### config.mk
export PLATFORM = sky130hd
export DESIGN_NAME = cplx_accum
export DESIGN_NICKNAME = d
export VERILOG_FILES = /design/src/rtl/cplx_accum_pkg.sv /design/src/rtl/cax_delay.sv /design/src/rtl/cax_lane.sv /design/src/rtl/cax_scale.sv /design/src/rtl/cplx_accum.sv
export SDC_FILE = /design/constraint.sdc
export NUM_CORES = 1
export LEC_CHECK = 0
export BUFFER_PORTS_ARGS = -buffer_cell sky130_fd_sc_hd__buf_2
export CAP_MARGIN = 10
export CORE_AREA = 2 2 174 176
export DETAILED_ROUTE_END_ITERATION = 12
export DIE_AREA = 0 0 176 178
export MAX_ROUTING_LAYER = met4
export PLACE_DENSITY_LB_ADDON = 0.05
export SLEW_MARGIN = 25
export SYNTH_ARGS = -nofsm -noshare
export SYNTH_HDL_FRONTEND = slang
export SYNTH_SLANG_ARGS = --single-unit
export TNS_END_PERCENT = 5
### constraint.sdc
create_clock -name clk -period 12.6 [get_ports clk]
set_input_delay 0.63 -clock clk [delete_from_list [all_inputs] [get_ports clk]]
set_output_delay 0.63 -clock clk [all_outputs]
set_load 0.02 [all_outputs]
### src/rtl/cplx_accum_pkg.sv
package cplx_accum_pkg;
  typedef enum logic [1:0] {
    OP_SUM   = 2'b00,
    OP_DIFF  = 2'b01,
    OP_RDIFF = 2'b10,
    OP_PASS  = 2'b11
  } op_e;
endpackage

### src/rtl/cax_delay.sv
module cax_delay #(
  parameter int W     = 16,
  parameter int DEPTH = 8
) (
  input  logic         clk,
  input  logic         rst_n,
  input  logic [W-1:0] din,
  output logic [W-1:0] dout
);
  logic [W-1:0] stage_q [DEPTH];
  logic [W-1:0] stage_d [DEPTH];

  generate
    for (genvar i = 0; i < DEPTH; i++) begin : g_stage
      if (i == 0) begin : g_head
        always_comb stage_d[i] = din;
      end else begin : g_body
        always_comb stage_d[i] = stage_q[i-1];
      end
      always_ff @(posedge clk or negedge rst_n) begin
        if (!rst_n) stage_q[i] <= '0;
        else        stage_q[i] <= stage_d[i];
      end
    end
  endgenerate

  assign dout = stage_q[DEPTH-1];
endmodule

### src/rtl/cax_lane.sv
module cax_lane
  import cplx_accum_pkg::*;
#(
  parameter int IN_W  = 16,
  parameter int ACC_W = 20,
  parameter int DLY   = 8
) (
  input  logic             clk,
  input  logic             rst_n,
  input  logic             clr,
  input  logic             ce_a,
  input  logic             ce_b,
  input  logic [IN_W-1:0]  a_i,
  input  logic [IN_W-1:0]  b_i,
  input  logic [1:0]       op,
  input  logic             use_fb,
  input  logic             use_dly,
  output logic [ACC_W-1:0] acc_o
);
  localparam int EXT_W = ACC_W - IN_W;

  logic [IN_W-1:0]  a_q, a_d, b_q, b_d, dly_w;
  logic [ACC_W-1:0] acc_q, acc_d, opa, opb;
  op_e              op_sel;

  cax_delay #(.W(IN_W), .DEPTH(DLY)) u_dly (
    .clk  (clk),
    .rst_n(rst_n),
    .din  (a_q),
    .dout (dly_w)
  );

  always_comb begin
    a_d = ce_a ? a_i : a_q;
    b_d = ce_b ? b_i : b_q;
  end

  always_comb begin
    op_sel = op_e'(op);
    opa = use_fb ? acc_q : {{EXT_W{a_q[IN_W-1]}}, a_q};
    opb = use_dly ? {{EXT_W{dly_w[IN_W-1]}}, dly_w}
                  : {{EXT_W{b_q[IN_W-1]}}, b_q};
    unique case (op_sel)
      OP_SUM:   acc_d = opa + opb;
      OP_DIFF:  acc_d = opa - opb;
      OP_RDIFF: acc_d = opb - opa;
      default:  acc_d = opa;
    endcase
    if (clr) acc_d = '0;
  end

  always_ff @(posedge clk or negedge rst_n) begin
    if (!rst_n) begin
      a_q   <= '0;
      b_q   <= '0;
      acc_q <= '0;
    end else begin
      a_q   <= a_d;
      b_q   <= b_d;
      acc_q <= acc_d;
    end
  end

  assign acc_o = acc_q;
endmodule

### src/rtl/cax_scale.sv
module cax_scale #(
  parameter int IN_W  = 16,
  parameter int ACC_W = 20,
  parameter int SH_W  = 3
) (
  input  logic [ACC_W-1:0] r,
  input  logic [SH_W-1:0]  sh,
  input  logic             oe,
  output logic [IN_W-1:0]  y,
  output logic             ovf
);
  localparam int EXT_W  = ACC_W - IN_W;
  localparam int MAX_SH = ACC_W - IN_W;

  logic [SH_W-1:0]  s_eff;
  logic [ACC_W-1:0] shifted;
  logic [IN_W-1:0]  slice;

  always_comb begin
    s_eff   = (sh > SH_W'(MAX_SH)) ? SH_W'(MAX_SH) : sh;
    shifted = ACC_W'($signed(r) >>> s_eff);
    slice   = shifted[IN_W-1:0];
    ovf     = shifted[ACC_W-1:IN_W] != {EXT_W{slice[IN_W-1]}};
    y       = oe ? slice : '0;
  end
endmodule

### src/rtl/cplx_accum.sv
module cplx_accum #(
  parameter int IN_W  = 16,
  parameter int ACC_W = 20,
  parameter int DLY   = 8,
  parameter int SH_W  = 3
) (
  input  logic            clk,
  input  logic            rst_n,
  input  logic            clr,
  input  logic            ce_a,
  input  logic            ce_b,
  input  logic [IN_W-1:0] a_re,
  input  logic [IN_W-1:0] b_re,
  input  logic [IN_W-1:0] a_im,
  input  logic [IN_W-1:0] b_im,
  input  logic [1:0]      op_re,
  input  logic [1:0]      op_im,
  input  logic            fb_re,
  input  logic            fb_im,
  input  logic            dly_b,
  input  logic [SH_W-1:0] shift,
  input  logic            oe_re,
  input  logic            oe_im,
  output logic [IN_W-1:0] y_re,
  output logic [IN_W-1:0] y_im,
  output logic            ovf_re,
  output logic            ovf_im
);
  localparam int LANES = 2;

  logic rst_meta, rst_sync;
  logic [IN_W-1:0]  a_arr [LANES];
  logic [IN_W-1:0]  b_arr [LANES];
  logic [1:0]       op_arr [LANES];
  logic             fb_arr [LANES];
  logic             oe_arr [LANES];
  logic [ACC_W-1:0] acc_q [LANES];
  logic [IN_W-1:0]  y_arr [LANES];
  logic             ovf_arr [LANES];

  always_ff @(posedge clk or negedge rst_n) begin
    if (!rst_n) begin
      rst_meta <= 1'b0;
      rst_sync <= 1'b0;
    end else begin
      rst_meta <= 1'b1;
      rst_sync <= rst_meta;
    end
  end

  always_comb begin
    a_arr[0] = a_re;   a_arr[1] = a_im;
    b_arr[0] = b_re;   b_arr[1] = b_im;
    op_arr[0] = op_re; op_arr[1] = op_im;
    fb_arr[0] = fb_re; fb_arr[1] = fb_im;
    oe_arr[0] = oe_re; oe_arr[1] = oe_im;
  end

  generate
    for (genvar l = 0; l < LANES; l++) begin : g_lane
      cax_lane #(.IN_W(IN_W), .ACC_W(ACC_W), .DLY(DLY)) u_lane (
        .clk    (clk),
        .rst_n  (rst_sync),
        .clr    (clr),
        .ce_a   (ce_a),
        .ce_b   (ce_b),
        .a_i    (a_arr[l]),
        .b_i    (b_arr[l]),
        .op     (op_arr[l]),
        .use_fb (fb_arr[l]),
        .use_dly(dly_b),
        .acc_o  (acc_q[l])
      );
      cax_scale #(.IN_W(IN_W), .ACC_W(ACC_W), .SH_W(SH_W)) u_scale (
        .r  (acc_q[l]),
        .sh (shift),
        .oe (oe_arr[l]),
        .y  (y_arr[l]),
        .ovf(ovf_arr[l])
      );
    end
  endgenerate

  assign y_re   = y_arr[0];
  assign y_im   = y_arr[1];
  assign ovf_re = ovf_arr[0];
  assign ovf_im = ovf_arr[1];
endmodule

==> flow_summary.toml, run 1 <==
[outcome]
status = "finished clean"

[timing]
worst_pin_slew_ps = 1025
worst_clock_skew_ps = 16.62
whs_ps = 338.6
period_minus_slack_ps = 4778
drv_slew = 0
setup_ws_ps = 7822
finalHoldViolCount = 0
post-route-period-util_pct = 37.92
setup_viol = 0
finalSetupTns_ps = 0
rsz0062_at_grt = "false"
timing.fmax_mhz = 209.3
max_slew_margin_pct = 31.66

[synthesis]
synth_nets = 1733
synth-compound-area-share_pct = 12.33
synth_top_area_share_pct = 51.34
synth_seq_cells = 362
yosysSeqAreaShare_pct = 51.34
synth_xor_area_share_pct = 3.773
async_flop_share_pct = 100.0
syn_area_um2 = 17640
synth-edff-count = 0
synth.distinct_cells = 81
synth_flop_cell = "dfrtp_1"
synth_area_leaders = "dfrtp_1, mux2i_1, ha_1"
syn_avg_cell_area_um2 = 11.24
synthMuxAreaShare_pct = 12.96
synth_top_area_cell = "dfrtp_1"
syn_inst = 1570
synth_top_family_by_area = "multiplexers"
synth-simple-area-share_pct = 10.42
yosys.area_share.adder_pct = 5.985
ys_warn_count = 0

[routing]
drc_errors = 0
first_iter_violations = 879
antenna_left = 0
num_vias = 12296
wl_per_cell_um = 19.88
routed_wl_mm = 41.49
routed_via_density = 5.892
firstDrtPassIters = 5

[global_route]
antenna_found_initial = 0
grt_pass1_vias = 12215
grt_max_degree = 90
grt_overflow = 0
grt_pass1_wl_mm = 66.36
grt.total_usage_pct = 28.04

[critical_path]
critical_path_class = "in2reg"
setup.worst_path.start_class = "input pin"
cpMostUsedCell = "o21ai_0"
reg2reg_depth = 17
r2r-start = "g_lane[0].u_lane.a_q[0]$_DFFE_PN0P_"
crit_required_ps = 13030
slowest_delay_ps = 550
critical_path.max_fanout = 26
path_cells = "buf_2, mux2_2, inv_1, ha_1, o21ai_0, or3_1, or2_4, o21ai_0, xor2_1, ha_1, a21oi_1, o211ai_1, a211o_1, a311oi_1, o21ai_0, xnor2_1, or3_1, o211ai_2"
cp_slowest_cell = "buf_2"
r2r_end = "g_lane[0].u_lane.acc_o[19]$_DFF_PN0_"
ff2ff_setup_slack_ps = 8210
critPathArrivalTime_ps = 5210
critPathCaptureType = "flop"

[clock_network]
cts_tree = "done"
clock_latency_ps = 520
clkSlewWorstSetupHoldPaths_ps = 70
h-tree-depth = 2
clk_path_buf_depth = 3
root_buffer = "clkbuf_16"
cts.sinks = 362
numCtsBuffers = 38

[final_layout]
drive_gt1_share_pct = 17.44
syn2layout_area_growth_pct = 12.06
multi_input_area_um2 = 8029
final_common_cell = "dfrtp_1"
layout_common_cells = "dfrtp_1, mux2i_1, buf_2, a21oi_1, nand2_1"
fill_cells = 2270
layout.nets = 1833
finalInstanceArea_um2 = 19770
seqCellArea_um2 = 9062
num_antenna_cells = 0

[floorplan]
die_h_um = 178
die_x_um = 176
rows = 63
num_io_pins = 115
die_area_um2 = 31330
core_area_um2 = 29400
initial_core_util_pct = 60.01

[place]
portBuffers = 114
dp_hpwl_mm = 29.11
dp_slack_ps = 7337
postPlaceCellArea_um2 = 18490
gp_congestion = 0.9334

[worst_hold_path]
hold_class = "in2reg"
min_to = "g_lane[0].u_lane.a_q[8]$_DFFE_PN0P_"
min_path_cells = 2
min_from = "a_re[8]"

[flow_run]
cap_violations = 0

[pwr]
powerDensity_nw_per_um2 = 185.1
power.leakage_nw = 9.336
ir_drop_mv = 0.1230
synthesized netlist by cell type, drive strengths merged (7+ instances only):
cell	count
nor3	38
a21o	23
nand3	19
and3	7
o211ai	12
ha	78
and2	7
nand2	89
a211oi	28
o21bai	9
dfrtp	362
o21a	21
buf	28
nor2	77
xor2	24
nor2b	60
nand4	8
a31oi	9
inv	73
mux2	85
xnor2	52
mux2i	127
or3	9
a21oi	99
o31ai	10
clkbuf	36
o21ai	78
nand2b	16
or4	7
timing repair:
item | 4_1_cts | 5_1_grt
setup buffers | 0 | 0
resized for setup | 0 | 0
hold endpoints to repair | 2 | 0
hold buffers | 1 | 0
cells by family (layout without fill, tap and decap cells):
logic type | after synthesis | count (layout)
AOI/OAI and AO/OA | 337 | 337
xor gates and xnor gates | 76 | 76
adders and majority gates | 82 | 82
buffers and inverters | 138 | 265
DFF | 362 | 362
muxes | 213 | 213
other | 1 | 1
and+or+nand+nor | 361 | 361
critical path: cells and delay by family:
family,cells,cell delay (ps)
buffers and inverters,2,640
AND/OR/NAND/NOR,3,960
XOR/XNOR,2,320
AO/OA/AOI/OAI,8,1700
multiplexers,1,450
adder cells (fa/ha/maj),2,470
area by class of cell:
cell class                 count  share of cell area, %
tap                          390                  2.468
inverter                      74                  1.405
clock inverter                17                 0.8101
sequential                   362                  45.84
timing repair buffer         124                  3.418
multi-input combinational   1070                  40.61
clock buffer                  50                  5.449
through the flow:
step | util, % | cells | power (W)
after floorplan | - | 1570 | 0.002269
after detailed placement | 62.88 | 2018 | 0.002559
after CTS | 67.12 | 2086 | 0.003677
after global routing | 67.24 | 2087 | 0.003878
after global placement | 62.88 | 2018 | 0.002535
final | 67.24 | 2087 | 0.003659
worst max path at each step:
| stage | startpoint | end | slack (ps) | cells past startpoint |
|---|---|---|---|---|
| 6_report | fb_re | g_lane[0].u_lane.acc_o[19]$_DFF_PN0_ | 7820 | 18 |
| 5_1_grt | fb_re | g_lane[0].u_lane.acc_o[19]$_DFF_PN0_ | 7600 | 18 |
| 4_1_cts | fb_re | g_lane[0].u_lane.acc_o[19]$_DFF_PN0_ | 7830 | 18 |
| 3_5_place_dp | fb_re | g_lane[0].u_lane.acc_o[19]$_DFF_PN0_ | 7340 | 18 |
| 3_3_place_gp | fb_re | g_lane[0].u_lane.acc_o[19]$_DFF_PN0_ | 7460 | 18 |
| 2_1_floorplan | rst_sync$_DFF_PN0_ | g_lane[0].u_lane.a_q[0]$_DFFE_PN0P_ | 1760 | 0 |
routing by layer:
| metal | wire length (um) | track usage (%) |
|---|---|---|
| met2 | 17990 | 41.01 |
| met4 | 931 | 7.507 |
| met1 | 19990 | 40.96 |
| met3 | 2585 | 4.689 |
| met5 | 0 | - |
power breakdown:
part | switching, W | leakage, nW | internal (W)
Sequential | 0.0000991 | 4.28 | 0.00130
Clock | 0.000451 | 0.615 | 0.000647
Combinational | 0.000677 | 4.44 | 0.000485
Total | 0.00123 | 9.34 | 0.00243
state kept, by name (all words and copies together), names as in the netlist:
signal and cells:
g_lane.u_lane.b_q 32, rst_meta 1, g_lane.u_lane.a_q 32, rst_sync 1, g_lane.u_lane.u_dly.dout 32, g_lane.u_lane.u_dly.stage_d 224, g_lane.u_lane.acc_o 40
(Power assumes the default switching activity.)
==> run 2: changes to the inputs <==
==> constraint.sdc (replaced) <==
create_clock -name clk -period 4.9 [get_ports clk]
set_input_delay 0.245 -clock clk [delete_from_list [all_inputs] [get_ports clk]]
set_output_delay 0.245 -clock clk [all_outputs]
set_load 0.02 [all_outputs]
==> run 2 against run 1 <==
Hold slack worse by 300 ps. Die area stayed put. Count of clock-buffer cells in the layout is 4 higher.
==> flow_summary.toml, run 2 (synthesized netlist as in run 1, its figures left out) <==
[place]
portBuffers = 114
dp_hpwl_mm = 30.30
dp_slack_ps = 432.7
gp_congestion = 0.9578

[timing]
setup_viol = 0
whs_ps = 38.19
post-route-period-util_pct = 89.80
finalSetupTns_ps = 0
setup_ws_ps = 499.9
finalHoldViolCount = 0
rsz0062_at_grt = "false"
drv_slew = 0
worst_clock_skew_ps = 18.01
max_slew_margin_pct = 28.68
period_minus_slack_ps = 4400
timing.fmax_mhz = 227.3
worst_pin_slew_ps = 1070

[routing]
antenna_left = 0
firstDrtPassIters = 5
wl_per_cell_um = 20.03
first_iter_violations = 824
drc_errors = 0
routed_wl_mm = 43.45
num_vias = 12647
routed_via_density = 5.831

[clock_network]
cts_tree = "done"
cts_resized = 0
clkSlewWorstSetupHoldPaths_ps = 70
clk_path_buf_depth = 3
clock_latency_ps = 530
cts.sinks = 362
numCtsBuffers = 38
root_buffer = "clkbuf_16"
h-tree-depth = 2

[pwr]
power.leakage_nw = 9.703
ir_drop_mv = 0.3311
finalPower_w = 0.009635
powerDensity_nw_per_um2 = 467.7

[final_layout]
largest_reg_flops = 224
drive_gt1_share_pct = 17.59
syn2layout_area_growth_pct = 16.77
layout_common_cells = "dfrtp_1, mux2i_1, buf_2, a21oi_1, nand2_1"
layout.nets = 1912
num_antenna_cells = 0
final_common_cell = "dfrtp_1"
seqCellArea_um2 = 9062
fill_cells = 2133
multi_input_area_um2 = 8029

[critical_path]
critPathCaptureType = "flop"
crit_required_ps = 5350
critPathArrivalTime_ps = 4850
setup.worst_path.start_class = "flop"
critical_path_class = "reg2reg"
r2r_end = "g_lane[0].u_lane.acc_o[19]$_DFF_PN0_"
ff2ff_setup_slack_ps = 500
critical_path.max_fanout = 4
reg2reg_depth = 17
r2r-start = "g_lane[0].u_lane.a_q[0]$_DFFE_PN0P_"

[floorplan]
core_area_um2 = 29400
die_h_um = 178
initial_core_util_pct = 60.01
die_x_um = 176
rows = 63
num_io_pins = 115
die_area_um2 = 31330

[global_route]
grt.total_usage_pct = 29.33
grt_max_degree = 143
grt_pass1_wl_mm = 69.09
grt_overflow = 0
grt_pass1_vias = 12797
antenna_found_initial = 0

[flow_run]
cap_violations = 0

[worst_hold_path]
hold_class = "in2async"

[outcome]
status = "finished clean"
run 2: cell count changes in the layout (fill, tap and decap cells not counted), sizes merged:
cell	previous run	this run
clkinv	13	10
buf	123	138
inv	75	76
clkbuf	50	54
dlygate4sd3	1	65
clkinvlp	1	2
run 2: critical path: stages, from the launching register on:
cell and delay (ps):
dfrtp_1 380, mux2_2 300, inv_1 90, ha_1 180, o21ai_0 130, or3_1 360
or2_4 270, o21ai_0 200, xor2_1 180, ha_1 290, a21oi_1 230, o211ai_1 120
a211o_1 320, a311oi_1 470, o21ai_0 220, xnor2_1 160, or3_1 320, o211ai_2 90
run 2: worst max-delay path by stage:
stage | cells after the start | start | endpoint | slack [ps]
after detailed placement | 18 | fb_re | g_lane[0].u_lane.acc_o[19]$_DFF_PN0_ | 430
final | 17 | g_lane[0].u_lane.a_q[0]$_DFFE_PN0P_ | g_lane[0].u_lane.acc_o[19]$_DFF_PN0_ | 500
after global routing | 17 | g_lane[0].u_lane.a_q[0]$_DFFE_PN0P_ | g_lane[0].u_lane.acc_o[19]$_DFF_PN0_ | 190
after global placement | 17 | fb_re | g_lane[0].u_lane.acc_o[19]$_DFF_PN0_ | 430
after CTS | 17 | g_lane[0].u_lane.a_q[0]$_DFFE_PN0P_ | g_lane[0].u_lane.acc_o[19]$_DFF_PN0_ | 520
after floorplan | 18 | fb_re | g_lane[0].u_lane.acc_o[19]$_DFF_PN0_ | 1010
run 2: per-stage QoR:
step / instance area (um^2) / util, % / std cells
2_1_floorplan: 17650 / - / 1570
3_3_place_gp: 18630 / 63.37 / 2034
3_5_place_dp: 18630 / 63.37 / 2034
4_1_cts: 20600 / 70.07 / 2169
5_1_grt: 20600 / 70.07 / 2169
6_report: 20600 / 70.07 / 2169
run 2: layer usage:
layer	share of wire (%)	vias to the layer above	global-route usage, %
met5	0	-	-
met4	2.4	0	7.782
met3	5.9	83	4.668
met2	44	385	43.95
met1	48	6245	42.07
li1	-	5934	-
run 2: timing repair:
item	CTS	global route
endpoints found under the hold margin	66	0
buffers inserted	0	0
hold buffers	65	0
run 2: power breakdown:
group	switching [W]	total, W	leakage (nW)	internal [W]
sequential	0.000250	0.00359	4.28	0.00334
clock	0.00121	0.00297	0.644	0.00176
combinational	0.00178	0.00308	4.78	0.00130
total	0.00324	0.00964	9.70	0.00640
run 2: layout make-up:
cell class / instances / share of cell area (%)
clock buffers: 54 / 5.557
flip-flops and latches: 362 / 43.99
well taps: 390 / 2.369
clock inverters: 16 / 0.8442
repair buffers: 203 / 6.923
multi-input cells: 1070 / 38.97
inverters: 74 / 1.348
